===== src/rtl/rdc_pkg.sv =====
package rdc_pkg;
  localparam int DT_LSB  = 16;
  localparam int VC_LSB  = 22;
  localparam int IDX_LSB = 27;
  localparam int EN_BIT  = 31;

  typedef struct packed {
    logic       en;
    logic [1:0] idx;
    logic [4:0] vc;
    logic [5:0] dt;
  } rdc_cfg_t;

  function automatic rdc_cfg_t rdc_decode(input logic [31:0] w);
    rdc_cfg_t c;
    c.en  = w[EN_BIT];
    c.idx = w[IDX_LSB +: 2];
    c.vc  = w[VC_LSB +: 5];
    c.dt  = w[DT_LSB +: 6];
    return c;
  endfunction
endpackage


===== src/rtl/rdc_match.sv =====
module rdc_match (
  input  logic [4:0] cfg_vc_i,
  input  logic [5:0] cfg_dt_i,
  input  logic       ext_vc_i,
  input  logic [4:0] in_vc_i,
  input  logic [5:0] in_dt_i,
  output logic       vc_hit_o,
  output logic       dt_hit_o
);
  always_comb begin
    if (ext_vc_i) vc_hit_o = (in_vc_i == cfg_vc_i);
    else          vc_hit_o = (in_vc_i[1:0] == cfg_vc_i[1:0]);
    dt_hit_o = (in_dt_i == cfg_dt_i);
  end
endmodule


===== src/rtl/rdc_boundary_ctl.sv =====
module rdc_boundary_ctl #(
  parameter int PAT_W = 32,
  localparam int IDX_W = $clog2(PAT_W),
  localparam int PER_W = IDX_W + 1
) (
  input  logic             clk_i,
  input  logic             rst_ni,
  input  logic             en_i,
  input  logic             fs_hit_i,
  input  logic             fe_hit_i,
  input  logic             cmd_valid_i,
  input  logic             cmd_i,
  input  logic [PAT_W-1:0] pattern_i,
  input  logic [PER_W-1:0] period_i,
  output logic             frame_open_o,
  output logic             frame_pass_o,
  output logic             halted_o
);
  logic             pend_q, pend_val_q;
  logic [IDX_W-1:0] idx_q;
  logic             halt_next;
  logic [PER_W-1:0] idx_inc;

  // command arriving with the frame start applies to that frame start
  always_comb begin
    halt_next = halted_o;
    if (cmd_valid_i)  halt_next = ~cmd_i;
    else if (pend_q)  halt_next = ~pend_val_q;
    idx_inc = PER_W'(idx_q) + PER_W'(1);
  end

  always_ff @(posedge clk_i or negedge rst_ni) begin
    if (!rst_ni) begin
      pend_q       <= 1'b0;
      pend_val_q   <= 1'b0;
      halted_o     <= 1'b0;
      idx_q        <= '0;
      frame_open_o <= 1'b0;
      frame_pass_o <= 1'b0;
    end else begin
      if (fs_hit_i) begin
        pend_q       <= 1'b0;
        halted_o     <= halt_next;
        frame_open_o <= 1'b1;
        frame_pass_o <= ~halt_next & ~pattern_i[idx_q];
        idx_q        <= (idx_inc >= period_i) ? '0 : idx_inc[IDX_W-1:0];
      end else begin
        if (cmd_valid_i) begin
          pend_q     <= 1'b1;
          pend_val_q <= cmd_i;
        end
        if (fe_hit_i || !en_i) frame_open_o <= 1'b0;
      end
    end
  end
endmodule


===== src/rtl/rdc_payload_gate.sv =====
module rdc_payload_gate #(
  parameter int DATA_W = 32,
  parameter int CNT_W  = 32,
  localparam int BEAT_BYTES = DATA_W / 8
) (
  input  logic              clk_i,
  input  logic              rst_ni,
  input  logic              beat_hit_i,
  input  logic [DATA_W-1:0] data_i,
  output logic              out_valid_o,
  output logic [DATA_W-1:0] out_data_o,
  output logic [CNT_W-1:0]  byte_cnt_o
);
  always_ff @(posedge clk_i or negedge rst_ni) begin
    if (!rst_ni) begin
      out_valid_o <= 1'b0;
      out_data_o  <= '0;
      byte_cnt_o  <= '0;
    end else begin
      out_valid_o <= beat_hit_i;
      if (beat_hit_i) begin
        out_data_o <= data_i;
        byte_cnt_o <= byte_cnt_o + CNT_W'(BEAT_BYTES);
      end
    end
  end
endmodule


===== src/rtl/rdc_channel.sv =====
module rdc_channel
  import rdc_pkg::*;
#(
  parameter int DATA_W = 32,
  parameter int CNT_W  = 32,
  parameter int PAT_W  = 32,
  localparam int PER_W = $clog2(PAT_W) + 1
) (
  input  logic              clk_i,
  input  logic              rst_ni,
  input  logic [31:0]       cfg_word_i,
  input  logic              ext_vc_i,
  input  logic              halt_cmd_valid_i,
  input  logic              halt_cmd_i,
  input  logic [PAT_W-1:0]  drop_pattern_i,
  input  logic [PER_W-1:0]  drop_period_i,
  input  logic              in_valid_i,
  input  logic [4:0]        in_vc_i,
  input  logic [5:0]        in_dt_i,
  input  logic              in_fs_i,
  input  logic              in_fe_i,
  input  logic [DATA_W-1:0] in_data_i,
  output logic              out_valid_o,
  output logic [DATA_W-1:0] out_data_o,
  output logic [5:0]        chan_id_o,
  output logic [CNT_W-1:0]  byte_cnt_o,
  output logic              halted_o
);
  rdc_cfg_t cfg;
  logic vc_hit, dt_hit, fs_hit, fe_hit, beat_hit;
  logic frame_open, frame_pass;
  logic unused_cfg;

  assign cfg        = rdc_decode(cfg_word_i);
  assign unused_cfg = ^{cfg_word_i[15:0], cfg_word_i[30:29]};
  assign chan_id_o  = {cfg.vc[3:0], cfg.idx};

  rdc_match u_match (
    .cfg_vc_i (cfg.vc),
    .cfg_dt_i (cfg.dt),
    .ext_vc_i (ext_vc_i),
    .in_vc_i  (in_vc_i),
    .in_dt_i  (in_dt_i),
    .vc_hit_o (vc_hit),
    .dt_hit_o (dt_hit)
  );

  assign fs_hit   = cfg.en & in_valid_i & in_fs_i & vc_hit;
  assign fe_hit   = cfg.en & in_valid_i & in_fe_i & ~in_fs_i & vc_hit;
  assign beat_hit = cfg.en & in_valid_i & ~in_fs_i & ~in_fe_i & vc_hit & dt_hit
                  & frame_open & frame_pass;

  rdc_boundary_ctl #(.PAT_W(PAT_W)) u_bnd (
    .clk_i        (clk_i),
    .rst_ni       (rst_ni),
    .en_i         (cfg.en),
    .fs_hit_i     (fs_hit),
    .fe_hit_i     (fe_hit),
    .cmd_valid_i  (halt_cmd_valid_i),
    .cmd_i        (halt_cmd_i),
    .pattern_i    (drop_pattern_i),
    .period_i     (drop_period_i),
    .frame_open_o (frame_open),
    .frame_pass_o (frame_pass),
    .halted_o     (halted_o)
  );

  rdc_payload_gate #(.DATA_W(DATA_W), .CNT_W(CNT_W)) u_gate (
    .clk_i       (clk_i),
    .rst_ni      (rst_ni),
    .beat_hit_i  (beat_hit),
    .data_i      (in_data_i),
    .out_valid_o (out_valid_o),
    .out_data_o  (out_data_o),
    .byte_cnt_o  (byte_cnt_o)
  );
endmodule


===== config.mk =====
export PLATFORM = sky130hd
export DESIGN_NAME = rdc_channel
export DESIGN_NICKNAME = d
export VERILOG_FILES = /design/src/rtl/rdc_pkg.sv /design/src/rtl/rdc_match.sv /design/src/rtl/rdc_boundary_ctl.sv /design/src/rtl/rdc_payload_gate.sv /design/src/rtl/rdc_channel.sv
export SDC_FILE = /design/constraint.sdc
export NUM_CORES = 1
export LEC_CHECK = 0
export BUFFER_PORTS_ARGS = -buffer_cell sky130_fd_sc_hd__buf_2
export CORE_UTILIZATION = 43
export DETAILED_ROUTE_END_ITERATION = 16
export MAX_ROUTING_LAYER = met4
export PLACE_DENSITY = 0.83
export SLEW_MARGIN = 0
export SYNTH_ARGS = -nofsm -noshare
export SYNTH_HDL_FRONTEND = slang
export SYNTH_SLANG_ARGS = --single-unit

===== constraint.sdc =====
create_clock -name clk_i -period 5.3 [get_ports clk_i]
set_clock_uncertainty 0.05 [all_clocks]
set_input_delay 0.53 -clock clk_i [delete_from_list [all_inputs] [get_ports clk_i]]
set_output_delay 0.53 -clock clk_i [all_outputs]
set_load 0.005 [all_outputs]

==> run metrics <==
Gates resized, CTS repair 0; post-route insts no fill approximately 660; Post-DP HPWL 6.508 mm; Synth Instances 390; Max IR drop VDD 0.1445 mV; CTS Buf Count 9; HP Class in2reg; Seq/Total Area, Yosys roughly 50%; worst r2r path cells 9; EDFF count, synth 0; vias in the first global route 3,071; ys async rst share 100.0%; Crit path buffers/inverters 0; largest net degree at the start of global routing 74; hold path depth 3; Stages on worst setup path 9; Synth area leader dfrtp_1; Min Clock Period, post-route 2.819 ns; placed cell areas 4611 um2; Synth Cell Area about 3700 um2; GP Congestion between 0.8 and 0.9; Reg-to-Reg End u_bnd.idx_q[2]; quantity of hold-fixing buffers added after cts 0; initial antenna violation count 0; worst path cell trace ha_1 -> nand3_1 -> xnor2_1 -> ha_1 -> a21o_1 -> a21oi_1 -> o21ai_0 -> o21ai_0 -> a22o_1; Leakage between 0.002 and 0.003 uW; fin area approximately 4900 um2; WP data required around 5.5 ns; GRT overflow 0; root buffer cell clkbuf_8; Worst R2R Setup Slack roughly 2.5 ns; die width 95.23 um; io pins between 150 and 200; first-pass GRT wire length 13.46 mm; Synthesis Warnings 0; CTS sink count 73; post-route ant nets 0; fill cell count around 730; status complete, no violations; # DRC 0; r2r startpoint u_bnd.idx_q[0]; top cell type's share of synthesized area 48.88%; Total Routing Usage GR roughly 20%; top_reg_cell synth dfrtp_1; Crit-path slowest cell dfrtp_1; CTS tree built; drt wl/cell 13.03 um; RSZ-0062 raised after global routing false; Slowest Stage Delay on Critical Path 0.83 ns; share of post-route cells with drive strength above 1 37.77%; Placeable Area a little over 8000 um2; Sum Neg Setup Slack 0 ns; headroom to the max-slew limit between 30% and 40%; Distinct cells, synth 40; WP data arrival about 3.0 ns; via count between 3,000 and 4,000; Setup violations, final 0; count leader, synth nand2_1; Seq cells post-synth 73; DIE HEIGHT between 90 and 100 um; Clock Tree Buf Depth 2; Syn Area/Cell ~9.6 um2; dpl cells between 600 and 700; row count 33; pwr/cell area approximately 260 nW/um2; DR vias/cell ~5; Max Slew Vio Count 0; synth top area cells dfrtp_1 (49%), nand2_1 (13%), xor2_1 (5.2%), xnor2_1 (4.9%), mux2_2 (2.7%); CP delay by family, top compound AO/OA/AOI/OAI gates; CP max FO 16; CTS clk-pin slew, worst paths 0.08 ns; Worst setup SP type flip-flop; Worst Hold End u_gate.out_data_o[23]; Crit Path Class reg2reg; Worst-Margin Slew between 0.9 and 1 ns; initial core utilization a little under half; worst skew pair latency about 0.33 ns; Layout Nets 680; final hold viol count 0; Initial DRT Pass Iterations 4; port bufs about 170; max-cap viol count 0; WL final roughly 8.6 mm; Post-CTS Setup Repair Bufs 0; critical path endpoint category flip-flop; die footprint 9069 um2; fin crit share between 50 and 60%; most frequent cells after synthesis nand2_1 (130), dfrtp_1 (73), xor2_1 (22), xnor2_1 (21), nor2_1 (19); beginning of the worst hold path in_data_i[23]; H-tree Lvls 3; # diodes 0; fmax roughly 350 MHz; Starting DRT DRC Count 71; Area Growth Syn to Fin 29.86%
==> worst register-to-register path, delay by kind of cell, from the launching register on <==
kind,cells,cell delay (ns)
AO/OA/AOI/OAI,5,0.86
flip-flops,1,0.83
adder cells (fa/ha/maj),2,0.65
XOR/XNOR,1,0.26
AND/OR/NAND/NOR,1,0.11
==> cell usage in the layout (no fill, tap or decap), types with 3 or more instances in the layout <==
cell and n:
nand4_2 3, dfrtp_1 73, bufinv_16 3, mux2_2 9
and3_1 3, and4_1 3, o22ai_1 3, o21ai_0 9
clkbuf_8 9, nand3_1 13, nor2_1 19, ha_1 8
nand2_1 130, nor3_2 3, mux4_2 4, inv_1 10
buf_2 168, nand4_1 4, nand2b_1 4, xor2_1 22
nor3_1 5, xnor2_1 21
==> how the worst max path moves through the flow <==
stage | slack (ns) | startpoint | endpoint
2_1_floorplan | 3.05 | u_bnd.idx_q[0] | u_bnd.idx_q[0]
3_3_place_gp | 2.31 | cfg_word_i[24] | u_gate.byte_cnt_o[12]
3_5_place_dp | 2.16 | cfg_word_i[24] | u_gate.byte_cnt_o[12]
4_1_cts | 2.47 | u_bnd.idx_q[0] | u_bnd.idx_q[2]
5_1_grt | 2.18 | u_bnd.idx_q[0] | u_bnd.idx_q[2]
6_report | 2.48 | u_bnd.idx_q[0] | u_bnd.idx_q[2]
==> where the power goes <==
group          total, uW  leakage (uW)  switching [uW]  internal, uW
clock                521      0.000117             205           315
sequential           600      0.000993            32.2           567
combinational        164       0.00167            66.3          98.2
total               1280       0.00278             304           981
==> through the flow <==
stage               total power (uW)  setup WS (ns)  hold WS [ns]  utilization (%)
floorplan                      707.7          3.045        0.1844                -
global placement               767.4          2.308        0.3952            55.56
detailed placement             776.7          2.162        0.4003            55.56
CTS                             1302          2.474        0.3166            58.48
global route                    1344          2.175        0.3227            58.48
finish                          1285          2.481        0.3342            58.48
==> final cells by class <==
cell class	count	area [um2]	area share [%]
multi-input cells	287	1759	36.25
repair buffers	170	855.8	17.63
flip-flops and latches	73	1827	37.64
clock inverters	6	115.1	2.372
well taps	105	131.4	2.707
inverters	10	37.54	0.7734
clock buffers	10	127.6	2.630
==> flip-flops by register name, summed over array words and instances (netlist names) <==
name and count:
u_bnd.pend_val_q 1, u_bnd.frame_open_o 1, u_bnd.pend_q 1, u_gate.out_valid_o 1, u_gate.byte_cnt_o 30, u_gate.out_data_o 32
u_bnd.idx_q 5, u_bnd.halted_o 1, u_bnd.frame_pass_o 1
==> routing by layer <==
metal | part of all wire (%) | GRT usage, %
met5 | 0 | -
met4 | 1.7 | 6.944
met3 | 5.3 | 3.190
met2 | 53 | 36.19
met1 | 40 | 21.18
==> cells by family after synthesis <==
logic type / after synthesis / synth area share, %
AOI/OAI and AO/OA: 22 / 4.018
xor gates and xnor gates: 43 / 10.08
adders and majority gates: 8 / 2.678
buffers and inverters: 31 / 4.151
DFF: 73 / 48.88
muxes: 15 / 5.658
other: 1 / 0.1003
and+or+nand+nor: 197 / 24.44
No activity file was read; power rests on OpenSTA's default activity.
